==> config.mk <==
export PLATFORM = sky130hd
export DESIGN_NAME = uart_fifo_pair
export DESIGN_NICKNAME = d
export VERILOG_FILES = /design/src/rtl/uart_fifo_pkg.sv /design/src/rtl/uart_sync_fifo.sv /design/src/rtl/uart_rx_trig.sv /design/src/rtl/uart_fifo_pair.sv
export SDC_FILE = /design/constraint.sdc
export NUM_CORES = 1
export LEC_CHECK = 0
export ABC_AREA = 0
export BUFFER_PORTS_ARGS = -buffer_cell sky130_fd_sc_hd__buf_2
export CELL_PAD_IN_SITES_DETAIL_PLACEMENT = 1
export CELL_PAD_IN_SITES_GLOBAL_PLACEMENT = 1
export CORE_UTILIZATION = 40
export CTS_BUF_LIST = sky130_fd_sc_hd__clkbuf_4
export DETAILED_ROUTE_END_ITERATION = 10
export PLACE_DENSITY_LB_ADDON = 0.1
export RECOVER_POWER = 25
export SETUP_SLACK_MARGIN = 0.15
export SLEW_MARGIN = 25
export SYNTH_ARGS = -nofsm -noshare
export SYNTH_HDL_FRONTEND = slang
export SYNTH_SLANG_ARGS = --single-unit
==> constraint.sdc <==
create_clock -name clk -period 8.2 [get_ports clk]
set_input_delay 2.46 -clock clk [delete_from_list [all_inputs] [get_ports clk]]
set_output_delay 2.46 -clock clk [all_outputs]
set_load 0.02 [all_outputs]
==> src/rtl/uart_fifo_pkg.sv <==
package uart_fifo_pkg;

  typedef enum logic [1:0] {
    FM_SINGLE = 2'd0,
    FM_STD    = 2'd1,
    FM_EXT    = 2'd2
  } fifo_mode_e;

  localparam int FLAG_W = 3;
  localparam int BYTE_W = 8;
  localparam int ENTRY_W = BYTE_W + FLAG_W;

  function automatic fifo_mode_e norm_mode(input logic [1:0] m);
    case (m)
      2'd0:    return FM_SINGLE;
      2'd1:    return FM_STD;
      default: return FM_EXT;
    endcase
  endfunction

endpackage

==> src/rtl/uart_sync_fifo.sv <==
module uart_sync_fifo #(
  parameter int WIDTH = 8,
  parameter int DEPTH = 64,
  localparam int AW = $clog2(DEPTH),
  localparam int CW = AW + 1
) (
  input  logic             clk,
  input  logic             rst,
  input  logic             clr,
  input  logic [CW-1:0]    cap,
  input  logic             push,
  input  logic [WIDTH-1:0] din,
  input  logic             pop,
  output logic [WIDTH-1:0] dout,
  output logic [CW-1:0]    count,
  output logic             overrun
);

  logic [WIDTH-1:0] mem [DEPTH];
  logic [AW-1:0]    wr_ptr, rd_ptr;
  logic             full, empty, do_push, do_pop, drop;

  assign full    = (count >= cap);
  assign empty   = (count == '0);
  assign do_push = push && !full && !clr;
  assign do_pop  = pop && !empty && !clr;
  assign drop    = push && full && !clr;

  function automatic logic [AW-1:0] bump(input logic [AW-1:0] p);
    return (p == AW'(DEPTH - 1)) ? '0 : p + 1'b1;
  endfunction

  // storage: write port and registered read port, no reset
  always_ff @(posedge clk) begin
    if (do_push) mem[wr_ptr] <= din;
  end

  always_ff @(posedge clk) begin
    if (rst)         dout <= '0;
    else if (do_pop) dout <= mem[rd_ptr];
  end

  always_ff @(posedge clk) begin
    if (rst || clr) begin
      wr_ptr  <= '0;
      rd_ptr  <= '0;
      count   <= '0;
      overrun <= 1'b0;
    end else begin
      if (do_push) wr_ptr <= bump(wr_ptr);
      if (do_pop)  rd_ptr <= bump(rd_ptr);
      if (do_push && !do_pop)      count <= count + 1'b1;
      else if (do_pop && !do_push) count <= count - 1'b1;
      if (drop) overrun <= 1'b1;
    end
  end

endmodule

==> src/rtl/uart_rx_trig.sv <==
module uart_rx_trig
  import uart_fifo_pkg::*;
#(
  parameter int DEPTH     = 64,
  parameter int STD_DEPTH = 16,
  localparam int CW = $clog2(DEPTH) + 1
) (
  input  fifo_mode_e    mode,
  input  logic [1:0]    sel,
  input  logic [CW-1:0] count,
  output logic          trig
);

  localparam int STD_Q = STD_DEPTH / 4;
  localparam int STD_H = STD_DEPTH / 2;
  localparam int STD_T = STD_DEPTH - 2;
  localparam int EXT_Q = DEPTH / 4;
  localparam int EXT_H = DEPTH / 2;
  localparam int EXT_T = DEPTH - 8;

  logic [CW-1:0] level;

  always_comb begin
    level = CW'(1);
    if (mode == FM_STD) begin
      case (sel)
        2'd1: level = CW'(STD_Q);
        2'd2: level = CW'(STD_H);
        2'd3: level = CW'(STD_T);
        default: level = CW'(1);
      endcase
    end else if (mode == FM_EXT) begin
      case (sel)
        2'd1: level = CW'(EXT_Q);
        2'd2: level = CW'(EXT_H);
        2'd3: level = CW'(EXT_T);
        default: level = CW'(1);
      endcase
    end
  end

  assign trig = (count >= level);

endmodule

==> src/rtl/uart_fifo_pair.sv <==
module uart_fifo_pair
  import uart_fifo_pkg::*;
#(
  parameter int DEPTH     = 64,
  parameter int STD_DEPTH = 16,
  localparam int CW = $clog2(DEPTH) + 1
) (
  input  logic               clk,
  input  logic               rst,
  input  logic [1:0]         cfg_mode,
  input  logic               cfg_bypass,
  input  logic [1:0]         rx_trig_sel,
  input  logic               rx_clr,
  input  logic               tx_clr,
  input  logic               ser_rx_push,
  input  logic [BYTE_W-1:0]  ser_rx_data,
  input  logic [FLAG_W-1:0]  ser_rx_flags,
  input  logic               ser_tx_pop,
  input  logic               sub_wr,
  input  logic [BYTE_W-1:0]  sub_wdata,
  input  logic               sub_rd,
  input  logic               host_wr,
  input  logic [BYTE_W-1:0]  host_wdata,
  input  logic               host_rd,
  output logic [ENTRY_W-1:0] host_rdata,
  output logic [BYTE_W-1:0]  tx_dout,
  output logic [CW-1:0]      rx_count,
  output logic [CW-1:0]      tx_count,
  output logic               rx_overrun,
  output logic               tx_overrun,
  output logic               rx_ready,
  output logic               tx_empty,
  output logic               rx_trig
);

  fifo_mode_e         mode_n, mode_q;
  logic               flush;
  logic [CW-1:0]      cap;
  logic               rx_push, tx_pop;
  logic [ENTRY_W-1:0] rx_din;

  assign mode_n = norm_mode(cfg_mode);
  assign flush  = (mode_n != mode_q);

  always_ff @(posedge clk) begin
    if (rst) mode_q <= FM_SINGLE;
    else     mode_q <= mode_n;
  end

  always_comb begin
    case (mode_n)
      FM_SINGLE: cap = CW'(1);
      FM_STD:    cap = CW'(STD_DEPTH);
      default:   cap = CW'(DEPTH);
    endcase
  end

  // source selection: subsystem port stands in for the serial engines
  assign rx_push = cfg_bypass ? sub_wr : ser_rx_push;
  assign rx_din  = cfg_bypass ? {{FLAG_W{1'b0}}, sub_wdata}
                              : {ser_rx_flags, ser_rx_data};
  assign tx_pop  = cfg_bypass ? sub_rd : ser_tx_pop;

  uart_sync_fifo #(.WIDTH(ENTRY_W), .DEPTH(DEPTH)) u_rxq (
    .clk(clk), .rst(rst), .clr(rx_clr || flush), .cap(cap),
    .push(rx_push), .din(rx_din), .pop(host_rd),
    .dout(host_rdata), .count(rx_count), .overrun(rx_overrun)
  );

  uart_sync_fifo #(.WIDTH(BYTE_W), .DEPTH(DEPTH)) u_txq (
    .clk(clk), .rst(rst), .clr(tx_clr || flush), .cap(cap),
    .push(host_wr), .din(host_wdata), .pop(tx_pop),
    .dout(tx_dout), .count(tx_count), .overrun(tx_overrun)
  );

  uart_rx_trig #(.DEPTH(DEPTH), .STD_DEPTH(STD_DEPTH)) u_trig (
    .mode(mode_n), .sel(rx_trig_sel), .count(rx_count), .trig(rx_trig)
  );

  assign rx_ready = (rx_count != '0);
  assign tx_empty = (tx_count == '0);

endmodule

Yosys cells after proc, flatten, opt, wreduce, memory -nomap -nowiden
Memory sizes are Yosys's and may differ from the RTL's. A register that Yosys moved wholly into a read port is not among the register bits.
Cells that the tools add are included.
{"block": "classes", "add_sub_neg": 8, "n_eq_ne": 11, "reduce_logical": 37, "magnitude_cmp": 3, "mux": 21}
{"op": "7-bit two-way mux", "n": 6}
{"op": "6-bit by 1-bit adder with 6-bit output (second input constant)", "n": 4}
{"op": "6-bit equality test (second input constant)", "n": 4}
{"op": "6-bit two-way mux", "n": 4}
{"op": "7-bit greater-or-equal comparator", "n": 3}
{"op": "6-bit one-hot mux with 3 select lines", "n": 1}
{"op": "1-bit logical AND", "n": 16}
{"op": "7-bit by 1-bit adder with 7-bit output (second input constant)", "n": 2}
{"op": "7-bit zero test", "n": 2}
{"op": "7-bit one-hot mux with 2 select lines", "n": 1}
{"op": "7-bit by 1-bit subtractor with 7-bit output (second input constant)", "n": 2}
{"op": "4-bit one-hot mux with 3 select lines", "n": 1}
{"op": "11-bit two-way mux", "n": 1}
{"op": "1-bit zero test", "n": 10}
{"op": "7-bit nonzero test", "n": 1}
{"op": "2-bit by 1-bit equality test with 1-bit output (second input constant)", "n": 3}
{"op": "2-bit equality test (second input constant)", "n": 3}
{"op": "1-bit two-way mux", "n": 6}
{"op": "2-bit zero test", "n": 2}
{"op": "1-bit logical OR", "n": 4}
{"op": "2-bit one-hot mux with 2 select lines", "n": 1}
{"op": "2-bit nonzero test", "n": 2}
{"op": "2-bit != test", "n": 1}
{"block": "word_totals", "ramBits": 1216, "elab_cells": 91, "ff_bits": 42, "memories": 2, "output_inout_bits": 38}
{"name": "u_rxq.mem", "words": 64, "width": 11, "rd": 1, "rd_clocked_by_memory_dff": 1, "wr": 1, "line_no": "uart_sync_fifo.sv:19", "rtl": "logic [WIDTH-1:0] mem [DEPTH];"}
{"name": "u_txq.mem", "words": 64, "width": 8, "rd": 1, "rd_clocked_by_memory_dff": 1, "wr": 1, "line_no": "uart_sync_fifo.sv:19"}

Longest topological paths before layout
{"block": "depth", "depth_word": 12, "mapped_depth": 18}

Modules after synthesis
Synthesis repeated with hierarchy kept, for this count alone.
{"block": "hier_totals", "hier_cells": 2798, "area_unflattened_um2": 51573.2}
{"mod": "uart_sync_fifo (u_rxq)", "instances": 1, "cells_each": 1563, "area_per_inst_um2": 29200.5, "seq_area_each_um2": 21760.9}
{"mod": "uart_sync_fifo (u_txq)", "instances": 1, "cells_each": 1178, "area_per_inst_um2": 21897.3, "seq_area_each_um2": 15935.3}
{"mod": "uart_fifo_pair", "instances": 1, "cells_each": 34, "area_per_inst_um2": 294.0, "seq_area_each_um2": 40.0}
{"mod": "uart_rx_trig", "instances": 1, "cells_each": 23, "area_per_inst_um2": 181.4, "seq_area_each_um2": 0.0}

Worst setup path before layout
No wires, ideal clock.
{"block": "synth_timing", "path_type": "input-to-output", "start": "input port cfg_mode[1]", "end": "output port rx_trig", "path_buffers": 1, "slack_ns": 1.609, "t_arrival_ns": 4.131, "cell_stages": 9, "cell_sequence": "buf_2 o22ai_1 ha_1 nand2b_1 a21o_1 a21o_1 a21o_1 a21o_1 a211o_1"}
{"block": "synth_between", "elab_chain_len": 6}
{"element": "start, declared", "line_no": "uart_fifo_pair.sv:10", "rtl": "input logic [1:0] cfg_mode,"}
{"element": "2-bit by 1-bit equality test with 1-bit output or 2-bit zero test (tied branches)", "line_no": "uart_fifo_pkg.sv:14", "rtl": "case (m)"}
{"element": "2-bit one-hot mux with 2 select lines *", "line_no": "uart_fifo_pkg.sv:14"}
{"element": "2-bit equality test", "line_no": "uart_rx_trig.sv:32", "rtl": "end else if (mode == FM_EXT) begin"}
{"element": "7-bit two-way mux", "line_no": "uart_rx_trig.sv:32"}
{"element": "7-bit two-way mux *", "line_no": "uart_rx_trig.sv:25", "rtl": "if (mode == FM_STD) begin"}
{"element": "7-bit greater-or-equal comparator *", "line_no": "uart_rx_trig.sv:42", "rtl": "assign trig = (count >= level);"}
{"element": "end, declared", "line_no": "uart_fifo_pair.sv:33", "rtl": "output logic rx_trig"}
Mark *: on every way between the ends. The rest lies on a longest branch, timed or not.

Worst setup path in the final report
Ends and elaborated chain as after synthesis.

==> metrics.yaml <==
synth-adder-area-share: 0.007785
yosys_warnings: 0
viasPerCell: 5.509
crit_family: "compound AO/OA/AOI/OAI gates"
dp_cells: 4190
cp_slowest_stage_delay_ns: 0.28
slew_viol_final: 740
synth_edf_count: 1216
cts_made_buffers: 353
tns_ns: 0
rows: 129
layout_commonest_cell: "edfxtp_1"
ant_nets: 0
overflow: 0
clock_path_buffers: 4
finalNetCount: 2983
r2r_setup_slack_ns: 3.64
dp_hpwl_mm: 78.75
place_congestion: 0.8228
critPathKind: "input port to output port"
synth_seq_cells: 1277
firstDrtPassIters: 7
cp_num_buf_inv: 2
clock-sinks: 1277
cts.clk_slew.worst_paths_ns: 0.05
async_flop_share: 0
slew_headroom: -1.466
setup_viol: 0
rr_endpoint: "u_txq.mem[50][0]$_DFFE_PP_"
start_util: 0.4045
die_x_um: 356.1
hold_start: "u_txq.overrun$_SDFFE_PP0P_"
start_kind: "input port"
ir_drop_mv: 0.1371
post-route-period-util: 0.8346
timing.fmax_mhz: 146.1
power.leakage_nw: 17.60
violations: "capacitance limit, slew limit"
syn_avg_cell_area_um2: 19.80
r2r-start: "u_txq.count[0]$_SDFFE_PP0P_"
grt_usage: 0.2115
grt_pass1_wl_mm: 194.5
hp-class: "flip-flop to flip-flop"
synth_compound_area_frac: 0.03458
outcome: "finished, violations left"
insertion_delay_ns: 1.21
postSynthNetCount: 2604
drc: 0
synth_cell_type_count: 66
clock-root-buffer: "clkbuf_4"
period_minus_slack_ns: 6.844
synth-xor-area-share: 0.003843
postCtsSetupBuffers: 0
synth_area_um2: 50140
grt_pass1_vias: 28710
core_area_um2: 124000
instances_no_fill: 4793
tritoncts: "done"
critPathSlowestCell: "a211o_1"
whs_endpoint: "u_txq.overrun$_SDFFE_PP0P_"
cts_max_level: 5
wl_per_cell_um: 27.61
area_growth_pct: 13.46
critPathMaxFanout: 8
crit_arrival_ns: 4.38
die_area_um2: 126800
die_h_um: 356.1
total_power_mw: 12.80
worstMarginPinSlew_ns: 3.699
required_ns: 5.74
drive_above_1_share: 0.3221
synth_mux_area_frac: 0.1474
hold_buffers: 0
worstPathCellList: "buf_2 > o22ai_1 > ha_1 > nand2b_1 > a21o_1 > a21o_1 > a21o_1 > a21o_1 > a211o_1 > buf_2"
syn_inst: 2532
layout_common_cells: "1216 x edfxtp_1, 492 x clkbuf_4, 289 x mux4_2"
yosysSeqAreaShare: 0.7526
hold_depth: 2
io_buffers: 79
postCtsResizedCells: 0
drtIter0Drc: 2102
wirelength_mm: 132.3
r2r.worst_path.cells: 7
grt_antenna_before_repair: 5
grt_max_degree: 92
io_pins: 80
skew_ns: 0.09605
cpMostUsedCell: "a21o_1"
synth_flop_cell: "edfxtp_1"
end_kind: "output port"
powerDensity_nw_per_um2: 225.0
synth_top_family_by_area: "multiplexers"
synth-simple-area-share: 0.03970
rsz0062_at_grt: "false"
hold_viol: 0
vias: 26410
cap_violations: 12
cell families (layout without fill, tap and decap cells):
family,Yosys count,count (layout)
compound gates,250,250
xor+xnor,22,22
fa+ha+maj,30,30
buf+inv,161,780
flops,1277,1277
mux,376,376
other cells,0,5
simple gates,416,416
power by group:
part	leakage, nW	switching [mW]	internal (mW)
Combinational	3.86	0.192	0.0391
Sequential	11.2	0.00294	7.17
Clock	2.51	2.58	2.82
Total	17.6	2.78	10.0
cell type report:
cell class	count	area [um^2]
Multi-Input combinational cell	1094	11790
Fill cell	11730	67060
Antenna cell	5	12.51
Sequential cell	1277	37760
Tap cell	1637	2048
Inverter	18	67.56
Clock buffer	492	3694
Timing Repair Buffer	167	1065
Clock inverter	103	459.2
cell usage after synthesis, types with 15 or more instances:
cell | number | area (um^2)
clkbuf_1 | 69 | 259.0
ha_1 | 28 | 350.3
nand2_1 | 40 | 150.1
dfxtp_1 | 61 | 1221
nor2_1 | 220 | 825.8
buf_2 | 37 | 185.2
a22oi_1 | 35 | 262.8
mux4_2 | 289 | 6509
nand3_1 | 17 | 85.08
buf_4 | 15 | 112.6
o22ai_1 | 53 | 331.6
a21oi_1 | 49 | 245.2
nor3_1 | 24 | 120.1
edfxtp_1 | 1216 | 36520
inv_1 | 16 | 60.06
nor4_1 | 20 | 125.1
a211oi_1 | 15 | 112.6
mux2i_1 | 77 | 770.7
buf_1 | 22 | 82.58
layer usage:
layer,global-route usage,up-vias,wire length [um]
met4,0.06112,0,1543
met2,0.3194,877,61770
met5,0,-,0
met3,0.04973,150,7900
met1,0.3059,13970,61100
li1,-,11410,-
metrics by stage:
step	worst slack [ns]	hold WS [ns]	instance area [um^2]	utilization
after floorplan	1.609	0.5222	50140	-
after global placement	1.395	0.4403	52670	0.4249
after detailed placement	1.301	0.4434	52690	0.4250
after CTS	1.346	0.4570	56840	0.4585
after global routing	1.293	0.4774	56890	0.4589
final	1.356	0.4569	56890	0.4590
state kept, by name (all words and copies together), names as in the netlist:
register,cells
u_rxq.mem,704
u_txq.mem,512
u_rxq.dout,11
u_txq.dout,8
u_rxq.count,7
u_txq.count,7
u_rxq.rd_ptr,6
u_rxq.wr_ptr,6
u_txq.rd_ptr,6
u_txq.wr_ptr,6
mode_q,2
u_rxq.overrun,1
u_txq.overrun,1
worst register-to-register path: stages, from the launching register on:
cell and delay, ns:
dfxtp_1 0.50, inv_1 0.10, ha_1 0.29, o31a_1 0.30
o31a_1 0.30, nor4b_4 0.74, nand4b_1 0.99, nor2_1 0.99
worst max-delay path by stage:
stage / start / endpoint / slack (ns) / cells after the start
finish: cfg_mode[1] / rx_trig / 1.36 / 10
global route: cfg_mode[1] / rx_trig / 1.29 / 10
CTS: cfg_mode[1] / rx_trig / 1.35 / 10
detailed placement: cfg_mode[1] / u_txq.mem[43][1]$_DFFE_PP_ / 1.30 / 8
global placement: cfg_mode[1] / rx_trig / 1.40 / 10
floorplan: cfg_mode[1] / rx_trig / 1.61 / 9
(Power assumes the default switching activity.)
